[src/rtl/bram_gate.sv]
module bram_gate #(
  parameter int BANK_W = 8,
  parameter int OFS_W = 13,
  parameter logic [BANK_W-1:0] IO_BANK = 8'hFF,
  parameter logic [BANK_W-1:0] SAVE_BANK = 8'hF7,
  parameter logic [OFS_W-1:0] CTRL_OFS = 13'h1803,
  parameter int WIN_AW = 11,
  parameter int MEM_AW = 15,
  parameter logic [MEM_AW-WIN_AW-1:0] BLK_SEL = '0
) (
  input  logic                      clk,
  input  logic                      rst_n,
  input  logic [BANK_W+OFS_W-1:0]   cpu_addr,
  input  logic [7:0]                cpu_wdata,
  input  logic                      cpu_rd_n,
  input  logic                      cpu_wr_n,
  output logic [MEM_AW-1:0]         mem_addr,
  output logic                      mem_ce_n,
  output logic                      mem_oe_n,
  output logic                      mem_we_n,
  output logic                      led
);
  localparam int AW = BANK_W + OFS_W;

  logic [BANK_W-1:0] bank;
  logic [OFS_W-1:0]  ofs;
  logic              ctrl_hit, in_window, strobe, unlocked;

  assign bank      = cpu_addr[AW-1:OFS_W];
  assign ofs       = cpu_addr[OFS_W-1:0];
  assign ctrl_hit  = (bank == IO_BANK) && (ofs == CTRL_OFS);
  assign in_window = (bank == SAVE_BANK) && (ofs[OFS_W-1:WIN_AW] == '0);
  assign strobe    = !cpu_rd_n || !cpu_wr_n;

  always_ff @(posedge clk) begin
    if (!rst_n)
      unlocked <= 1'b0;
    else if (ctrl_hit && !cpu_wr_n)
      unlocked <= cpu_wdata[7];
    else if (ctrl_hit && !cpu_rd_n)
      unlocked <= 1'b0;
  end

  assign mem_ce_n = !(unlocked && in_window && strobe);
  assign mem_oe_n = cpu_rd_n;
  assign mem_we_n = cpu_wr_n;
  assign mem_addr = {BLK_SEL, cpu_addr[WIN_AW-1:0]};
  assign led      = unlocked;

  p_unlock_r2: assert property (@(posedge clk) disable iff (!rst_n)
    (ctrl_hit && !cpu_wr_n && cpu_wdata[7]) |=> led);
  p_relock_wr_r3: assert property (@(posedge clk) disable iff (!rst_n)
    (ctrl_hit && !cpu_wr_n && !cpu_wdata[7]) |=> !led);
  p_relock_rd_r4: assert property (@(posedge clk) disable iff (!rst_n)
    (ctrl_hit && cpu_wr_n && !cpu_rd_n) |=> !led);
  p_hold_r5: assert property (@(posedge clk) disable iff (!rst_n)
    !(ctrl_hit && strobe) |=> $stable(led));
  p_locked_off_r6: assert property (@(posedge clk) disable iff (!rst_n)
    !led |-> mem_ce_n);
  p_window_r6: assert property (@(posedge clk) disable iff (!rst_n)
    !mem_ce_n |-> (bank == SAVE_BANK && strobe));
  p_strobes_r7: assert property (@(posedge clk) disable iff (!rst_n)
    (mem_oe_n == cpu_rd_n) && (mem_we_n == cpu_wr_n));
endmodule

[config.mk]
export PLATFORM = sky130hd
export DESIGN_NAME = bram_gate
export DESIGN_NICKNAME = d
export VERILOG_FILES = /design/src/rtl/bram_gate.sv
export SDC_FILE = /design/constraint.sdc
export NUM_CORES = 1
export LEC_CHECK = 0
export BUFFER_PORTS_ARGS = -buffer_cell sky130_fd_sc_hd__buf_2
export CAP_MARGIN = 20
export CORE_AREA = 2 2 39 41
export CTS_CLUSTER_SIZE = 28
export DETAILED_ROUTE_END_ITERATION = 16
export DIE_AREA = 0 0 41 43
export PLACE_DENSITY = 0.65
export SLEW_MARGIN = 25
export SYNTH_ARGS = -nofsm -noshare
export SYNTH_HDL_FRONTEND = slang
export SYNTH_SLANG_ARGS = --single-unit
[constraint.sdc]
create_clock -name clk -period 1.3 [get_ports clk]
set_input_delay 0.13 -clock clk [delete_from_list [all_inputs] [get_ports clk]]
set_output_delay 0.13 -clock clk [all_outputs]
set_load 0.01 [all_outputs]
==> results of run 1 <==
-- power groups by stage --
stage	Clock [mW]	Sequential (mW)	Combinational, mW
floorplan	0	0.0313	0.0623
global placement	0	0.0313	0.0895
detailed placement	0	0.0313	0.0904
CTS	0	0.0313	0.0906
global route	0	0.0313	0.0983
finish	0	0.0313	0.0893
-- cell usage after synthesis --
master                     n  area share
sky130_fd_sc_hd__a21oi_1   1       0.019
sky130_fd_sc_hd__nand3_1   3       0.056
sky130_fd_sc_hd__and3_1    1       0.023
sky130_fd_sc_hd__and4_1    1       0.032
sky130_fd_sc_hd__nor4_2    1       0.046
sky130_fd_sc_hd__dfxtp_1   1       0.074
sky130_fd_sc_hd__nor3_4    1       0.060
sky130_fd_sc_hd__a31o_1    1       0.032
sky130_fd_sc_hd__nand4_1   1       0.023
sky130_fd_sc_hd__nand2_1   3       0.042
sky130_fd_sc_hd__nor4b_1   1       0.032
sky130_fd_sc_hd__nor4b_2   1       0.056
sky130_fd_sc_hd__conb_1    1       0.014
sky130_fd_sc_hd__buf_4    17        0.47
sky130_fd_sc_hd__nor3_1    1       0.019
-- layer usage --
metal,part of all wire,vias up
li1,-,156
met2,0.47,30
met5,0,-
met3,0.18,0
met4,0,0
met1,0.35,130
-- area by class of cell --
class,count,area [um^2],share of cell area
repair buffers,40,200,0.535
flip-flops and latches,1,20.0,0.0535
multi-input cells,20,134,0.358
well taps,16,20.0,0.0535
-- placed cells by master, fill, tap and decap left out, drive strengths merged, types with 2 or more instances in the layout --
cell type,count
nor4b,2
conb,4
nand2,3
nand3,3
nor3,2
buf,40
-- through the flow --
step                hold WS, ns  cell area [um^2]  total power, mW  utilization  std cells
floorplan                 0.294               282           0.0936            -         38
global placement          0.440               374            0.121        0.270         77
detailed placement        0.438               374            0.122        0.270         77
CTS                       0.442               374            0.122        0.270         77
global route              0.472               374            0.130        0.270         77
finish                    0.439               374            0.121        0.270         77
-- kinds of logic (layout without fill, tap and decap cells) --
family	count (synthesis)	after routing	share of synthesized area
other	1	4	0.0139
flip-flops	1	1	0.0741
buffers and inverters	17	40	0.472
AND/OR/NAND/NOR	14	14	0.389
AO/OA/AOI/OAI	2	2	0.0509
-- worst max path at each step --
stage / from / end / slack, ns
3_3_place_gp: cpu_addr[2] / led / 0.30
4_1_cts: cpu_addr[2] / led / 0.27
2_1_floorplan: led / mem_ce_n / 0.42
5_1_grt: cpu_addr[2] / led / 0.18
3_5_place_dp: cpu_addr[2] / led / 0.27
6_report: cpu_addr[2] / led / 0.28
-- tightest hold or removal path, cell delays in order --
cell and delay, ns:
sky130_fd_sc_hd__buf_2 0.11, sky130_fd_sc_hd__nor3_4 0.05, sky130_fd_sc_hd__nand3_1 0.05, sky130_fd_sc_hd__nand2_1 0.04
==> results.txt, run 1 <==
----------------------------------------------------
[Yosys]
  Total of flip-flops plus latches after synthesis ... 1
  Proportion of synthesized chip area in sequential cells ... 0.0741
  Mean area per synthesized cell ... 7.72 um^2
  Synthesized cell area ... approximately 270 um^2
  Count of unique library cells instantiated by Yosys ... 15
  Total of warnings raised by yosys ... 0
  Post-synthesis instance total ... 35

[Drt]
  Mean number of vias per cell ... 4.10
  Number of design-rule violations left by the first detailed-router iteration ... 0
  DRT Pass-1 Iters ... 1
  Wire length per cell ... approximately 8.8 um
  Vias ... 316
  DRC viols ... 0
  Wire length after detailed routing ... 681 um
  Post-DRT Antenna Nets ... 0

[Worst setup path]
  Depth of the most critical reg-to-reg path ... 3
  R2R Setup Slk ... 0.64 ns
  Signal arrival time at the worst endpoint ... approximately 0.91 ns
  Longest individual stage delay on the worst path ... around 0.26 ns
  Worst EP required ... 1.19 ns
  Crit path max-delay family ... simple AND/OR/NAND/NOR gates
  Largest fanout on the critical path ... 2
  Ordered list of cells on the worst path ... buf_2 > nor4b_2 > and3_1 > a31o_1 > nand2_1
  Sum of buffers and inverters on the critical path ... 1
  Reg2reg start ... led
  Worst-path cell with the longest stage delay ... sky130_fd_sc_hd__nor4b_2
  Critical Path Start Type ... primary input
  CP Class ... in2reg
  Critical Path Sink Type ... flop
  Logic depth of the worst path, buffers included ... 5
  Worst reg2reg path endpoint ... led

[Finish]
  Max FFs per register ... 1
  Layout cells sized above 1 ... 0.705
  Number of filler cells placed in the layout ... around 150
  Layout-stage area growth over the synthesis result ... 38.4%
  Nets@finish ... 96
  Antenna Cells ... 0

[STA]
  Setup Viol. Count Final ... 0
  Final critical delay including setup and external delays ... a little over 1 ns
  RSZ-0062 raised after global routing ... false
  Final count of pins violating max slew ... 0
  Post-route clock skew ... 0 ns
  Maximum achievable frequency ... 0.979 GHz
  Final worst path period share ... 0.786
  Count of endpoints failing hold in the final timing report ... 0
  Final sum of negative setup slack ... 0 ns
  Final setup slack of the worst path ... 0.279 ns

[Floorplanning]
  I/O Pins ... 52
  Vertical die dimension ... approximately 43 um
  Die X ... 41 um
  Core region area ... 1380 um^2
  Effective utilization at floorplan ... 0.195
  Std-Cell Rows ... 14
  Floorplan die area ... roughly 1800 um^2

[Power and ir drop]
  Leak Pwr ... 0.213 nW
  PwrDens ... 322 nW/um^2
  P_int ... 75.9 uW
  Maximum resistive drop on vdd ... 75.0 uV
  Net switching component of the power ... 44.7 uW
  Comb power frac ... 0.740
  Sw frac ... 0.370
  Sequential share of power ... 0.260
  Relative contribution of the clock network to total power ... 0

[Clock network]
  Clock latency reported for the late side of the worst-skew pair ... 0 ns
  # hold bufs at CTS ... 0
  Clock slew seen by the registers of the worst setup and hold paths ... 0 ns
  PostCTS Resize Cnt ... 0
  Post-CTS repair timing setup buffer count ... 0

[Placement]
  IO Port Bufs ... 40
  Routability cong. ... between 0.5 and 0.6
  Pre-CTS setup slack ... between 0.2 and 0.3 ns
  Final HPWL DP ... approximately 670 um

[GRT]
  Number of antenna violations at the first check in global routing ... 0
  M3 GR Usage ... 0.00524
  Number of global-route vias before repair ... around 280
  Met1 usage ... 0.0730
  Grt ovf ... 0
  GRT Resource Usage Total ... 0.0720
  GR Layer Usage met2 ... 0.150
  Most Used Layer, Global Route ... met2
  Global-route wire length before repair ... 938 um
  Pin count of the biggest net entering global routing ... 4

[Hold path]
  Launch instance of the worst min-delay path ... cpu_addr[3]
  Classification of the worst-slack hold path ... in2reg
  Worst Hold Path EP ... led
  Number of instances on the worst hold path ... 4

[Status]
  Result of the run ... completed

[Job]
  Max-cap violations ... 0

----------------------------------------------------
No activity file was read; power rests on OpenSTA's default activity.
==> run 2, diff against run 1 <==
Clock period 1.3 ns to 1.05 ns, I/O delays scaled along.
==> results.txt, run 2 (synthesis gave the netlist of run 1 again) <==
----------------------------------------------------
[Floorplanning]
  Floorplan die area ... 1760 um^2 (unchanged)
  Std-Cell Rows ... 14 (unchanged)
  Vertical die dimension ... 43 um (unchanged)
  Die X ... 41 um (unchanged)
  Effective utilization at floorplan ... 0.195 (unchanged)
  I/O Pins ... 52 (unchanged)
  Core region area ... 1380 um^2 (unchanged)

[Drt]
  Post-DRT Antenna Nets ... 0 (unchanged)
  Routed length on met2 ... 322 um (+0.94%)
  Mean number of vias per cell ... 4.12 (+0.32%)
  Routed length on met1 ... 244 um (+1.2%)
  DRT Pass-1 Iters ... 1 (unchanged)
  Top layer reached by signal wires ... met3
  DRC viols ... 0 (unchanged)
  Wire length after detailed routing ... 683 um (+0.29%)
  Vias ... 317 (+0.32%)
  Number of design-rule violations left by the first detailed-router iteration ... 0 (unchanged)
  Met3 routed wirelength ... 116 um (-3.3%)
  Wire length per cell ... 8.87 um (+0.29%)

[GRT]
  GRT Resource Usage Total ... 0.0720 (unchanged)
  Global-route wire length before repair ... 938 um (unchanged)
  Number of global-route vias before repair ... 278 (unchanged)
  Number of antenna violations at the first check in global routing ... 0 (unchanged)
  Pin count of the biggest net entering global routing ... 4 (unchanged)
  Grt ovf ... 0 (unchanged)

[Finish]
  Layout cells sized above 1 ... 0.721 (+0.0164)
  Nets@finish ... 96 (unchanged)
  Fin util ... 0.285 (+0.0145)
  Number of filler cells placed in the layout ... 146 (-1.4%)
  Layout-stage area growth over the synthesis result ... 45.8%
  Combined area of the multi-input logic cells ... 148 um^2 (+10%)
  Max FFs per register ... 1 (unchanged)
  Most common cell after layout, fill and taps aside ... sky130_fd_sc_hd__buf_2
  Sequential standard cell area ... 20.0 um^2 (unchanged)
  Antenna Cells ... 0 (unchanged)
  Highest-count cells in the layout ignoring fill and taps ... 39 x sky130_fd_sc_hd__buf_2, 4 x sky130_fd_sc_hd__conb_1, 3 x sky130_fd_sc_hd__nand3_1, 3 x sky130_fd_sc_hd__nand2_1
  Area of all placed cells without fillers ... 394 um^2 (+5.4%)

[Power and ir drop]
  PwrDens ... 395 nW/um^2 (+22%)
  Maximum resistive drop on vdd ... 95.0 uV (+27%)
  Leak Pwr ... 0.218 nW (+2.5%)
  Total power ... 156 uW (+29%)

[STA]
  Final worst path period share ... 0.919
  Setup Viol. Count Final ... 0 (unchanged)
  Maximum achievable frequency ... 1.04 GHz
  Final critical delay including setup and external delays ... 0.965 ns
  Final setup slack of the worst path ... 0.0849 ns (-0.194 ns)
  Final count of pins violating max slew ... 0 (unchanged)
  Post-route clock skew ... 0 ns (unchanged)
  Final sum of negative setup slack ... 0 ns (unchanged)
  Count of endpoints failing hold in the final timing report ... 0 (unchanged)
  RSZ-0062 raised after global routing ... false

[Clock network]
  Clock slew seen by the registers of the worst setup and hold paths ... 0 ns (unchanged)
  Clock latency reported for the late side of the worst-skew pair ... 0 ns (unchanged)

[Placement]
  Routability cong. ... 0.596 (unchanged)
  Pre-CTS setup slack ... 0.0438 ns (-0.225 ns)
  Final HPWL DP ... 672 um (unchanged)
  Post-detailed-placement cell area ... 374 um^2 (unchanged)
  IO Port Bufs ... 40 (unchanged)

[Hold path]
  Number of instances on the worst hold path ... 2 (-2)
  Classification of the worst-slack hold path ... in2out

[Worst setup path]
  Timing startpoint of the critical path ... cpu_addr[6]
  Depth of the most critical reg-to-reg path ... 3 (unchanged)
  Reg2reg start ... led
  Critical Path Sink Type ... flop
  CP Class ... in2reg
  Worst reg2reg path endpoint ... led
  Worst setup endpoint ... led
  Critical Path Start Type ... primary input
  Worst EP required ... 0.94 ns (-0.25 ns)
  Largest fanout on the critical path ... 2 (unchanged)
  Signal arrival time at the worst endpoint ... 0.85 ns (-0.06 ns)
  R2R Setup Slk ... 0.39 ns (-0.25 ns)

[Job]
  Max-cap violations ... 0 (unchanged)

[Status]
  Result of the run ... completed

----------------------------------------------------
==> run 2: worst min-delay path by stage <==
stage | from | endpoint
after floorplan | cpu_addr[3] | led
after global routing | cpu_addr[7] | mem_addr[7]
after detailed placement | cpu_wr_n | led
after global placement | cpu_rd_n | mem_oe_n
after CTS | cpu_addr[1] | mem_addr[1]
final | cpu_addr[7] | mem_addr[7]
==> run 2: layer usage <==
layer | up-vias | GRT usage
li1 | 157 | -
met1 | 130 | 0.0730
met2 | 30 | 0.150
met3 | 0 | 0.00524
met4 | 0 | 0
met5 | - | 0
==> run 2: worst max-delay path: stages <==
cell and delay (ns):
sky130_fd_sc_hd__buf_2 0.11, sky130_fd_sc_hd__nor4_2 0.25, sky130_fd_sc_hd__and3_4 0.22, sky130_fd_sc_hd__a31o_1 0.13, sky130_fd_sc_hd__nand2_1 0.04
==> run 2: what timing repair did <==
| action | CTS | global route |
|---|---|---|
| gates resized for setup | 0 | 4 |
| endpoints found under the setup margin | 0 | 1 |
| endpoints found under the hold margin | 0 | 0 |
| hold buffers | 0 | 0 |
| buffers inserted | 0 | 0 |
==> run 2: report_power, final <==
part	internal, mW	switching [mW]	total [mW]
Combinational	0.0591	0.0577	0.117
Clock	0	0	0
Sequential	0.0388	0.00000000682	0.0388
==> run 2: through the flow <==
stage	hold WS, ns	instances
finish	0.408	77
global route	0.419	77
CTS	0.414	77
detailed placement	0.413	77
global placement	0.409	77
floorplan	0.269	38
==> run 2: final cells by class <==
type | count | share of cell area
multi-input combinational | 20 | 0.375
sequential | 1 | 0.0508
tap | 16 | 0.0508
timing repair buffer | 40 | 0.524
==> run 3, diff against run 2 <==
Settings changed: PLACE_DENSITY 0.65 to 0.7, RECOVER_POWER from default to 25.
==> results.txt, run 3 (synthesis gave the netlist of run 1 again) <==
----------------------------------------------------
[STA]
  Final setup slack of the worst path ... 0.0731 ns (-0.0118 ns)
  Count of endpoints failing hold in the final timing report ... 0 (unchanged)
  Maximum achievable frequency ... 1.02 GHz (-1.2%)
  Final critical delay including setup and external delays ... 0.977 ns (+0.0118 ns)
  RSZ-0062 raised after global routing ... true
  Setup Viol. Count Final ... 0 (unchanged)
  Final worst path period share ... 0.930 (+0.0113)
  Worst slack on hold paths ... 0.404 ns (-0.00387 ns)
  Final count of pins violating max slew ... 0 (unchanged)
  Post-route clock skew ... 0 ns (unchanged)
  Final sum of negative setup slack ... 0 ns (unchanged)

[Floorplanning]
  Vertical die dimension ... 43 um (unchanged)
  Floorplan die area ... 1760 um^2 (unchanged)
  I/O Pins ... 52 (unchanged)
  Core region area ... 1380 um^2 (unchanged)
  Die X ... 41 um (unchanged)
  Std-Cell Rows ... 14 (unchanged)
  Effective utilization at floorplan ... 0.195 (unchanged)

[Worst setup path]
  Longest individual stage delay on the worst path ... 0.26 ns (about the same)
  Depth of the most critical reg-to-reg path ... 3 (unchanged)
  Worst-path cell with the longest stage delay ... sky130_fd_sc_hd__nor4_4
  Largest fanout on the critical path ... 2 (unchanged)
  Critical Path Sink Type ... flop
  Crit path max-delay family ... simple AND/OR/NAND/NOR gates
  CP Class ... in2reg
  Ordered list of cells on the worst path ... buf_6 > nor4_4 > and3_4 > a31o_1 > nand2_1
  Sum of buffers and inverters on the critical path ... 1 (unchanged)
  Critical Path Start Type ... primary input
  Worst EP required ... 0.94 ns (about the same)
  Logic depth of the worst path, buffers included ... 5 (unchanged)
  Signal arrival time at the worst endpoint ... 0.86 ns (about the same)

[GRT]
  Global-route wire length before repair ... 993 um (+5.9%)
  GRT Resource Usage Total ... 0.0750 (+0.00300)
  Number of antenna violations at the first check in global routing ... 0 (unchanged)
  Pin count of the biggest net entering global routing ... 4 (unchanged)
  Grt ovf ... 0 (unchanged)
  Number of global-route vias before repair ... 273 (-1.8%)

[Drt]
  Post-DRT Antenna Nets ... 0 (unchanged)
  Wire length per cell ... 8.86 um (-0.15%)
  Wire length after detailed routing ... 682 um (-0.15%)
  DRC viols ... 0 (unchanged)
  Vias ... 315 (-0.63%)
  DRT Pass-1 Iters ... 4 (+3)
  Mean number of vias per cell ... 4.09 (-0.63%)
  Number of design-rule violations left by the first detailed-router iteration ... 1 (+1)

[Clock network]
  Clock slew seen by the registers of the worst setup and hold paths ... 0 ns (unchanged)
  Clock latency reported for the late side of the worst-skew pair ... 0 ns (unchanged)

[Power and ir drop]
  Total power ... 167 uW (+7.0%)
  Leak Pwr ... 0.226 nW (+3.6%)
  Maximum resistive drop on vdd ... 104 uV (+9.4%)
  PwrDens ... 395 nW/um^2 (about the same)

[Finish]
  Antenna Cells ... 0 (unchanged)
  Highest-count cells in the layout ignoring fill and taps ... 36 x sky130_fd_sc_hd__buf_2, 4 x sky130_fd_sc_hd__conb_1, 4 x sky130_fd_sc_hd__buf_6
  Layout cells sized above 1 ... 0.721 (unchanged)
  Layout-stage area growth over the synthesis result ... 56.0%
  Nets@finish ... 96 (unchanged)
  Most common cell after layout, fill and taps aside ... sky130_fd_sc_hd__buf_2
  Max FFs per register ... 1 (unchanged)

[Placement]
  IO Port Bufs ... 40 (unchanged)
  Routability cong. ... 0.597 (+0.20%)
  Pre-CTS setup slack ... 0.0370 ns (-0.00679 ns)

[Status]
  Result of the run ... completed

[Job]
  Max-cap violations ... 0 (unchanged)

[Hold path]
  Number of instances on the worst hold path ... 2 (unchanged)
  Classification of the worst-slack hold path ... in2out

----------------------------------------------------
run 3: layout make-up:
cell class,instances,area [um^2]
tap,16,20.0
fill,153,962
sequential,1,20.0
multi-input combinational,20,156
timing repair buffer,40,225
run 3: metrics by stage:
stage	instance area, um^2	utilization	instances
global placement	374	0.270	77
global route	422	0.305	77
floorplan	282	-	38
finish	422	0.305	77
CTS	374	0.270	77
detailed placement	374	0.270	77
run 3: path summary, 6_finish.rpt:
path / from / endpoint / slack (ns)
worst max-delay path: cpu_addr[10] / led / 0.07
worst min-delay path: cpu_addr[10] / mem_addr[10] / 0.40
worst max register to register: led / led / 0.38
worst min register to register: led / led / 0.54
run 3: power breakdown:
group	total, mW	switching, mW	internal, mW	leakage (nW)
logic	0.128	0.0606	0.0671	0.218
registers	0.0388	0.00000000738	0.0388	0.00805
clock network	0	0	0	0
run 3: worst register-to-register path, delay by kind of cell, from the launching register on:
kind	cells	cell delay, ns
simple gates	2	0.11
flops	1	0.32
compound gates	1	0.18
run 3: layer usage:
metal	vias to the layer above	GRT usage	share of wire
met4	0	0	0
met3	0	0	0.19
met2	31	0.147	0.46
met1	128	0.0889	0.35
li1	156	-	-
met5	-	0	0
run 3: what timing repair did:
item,in CTS,in global routing
resized for setup,0,7
buffers inserted,0,0
endpoints found under the setup margin,0,1
hold endpoints to repair,0,0
hold buffers,0,0
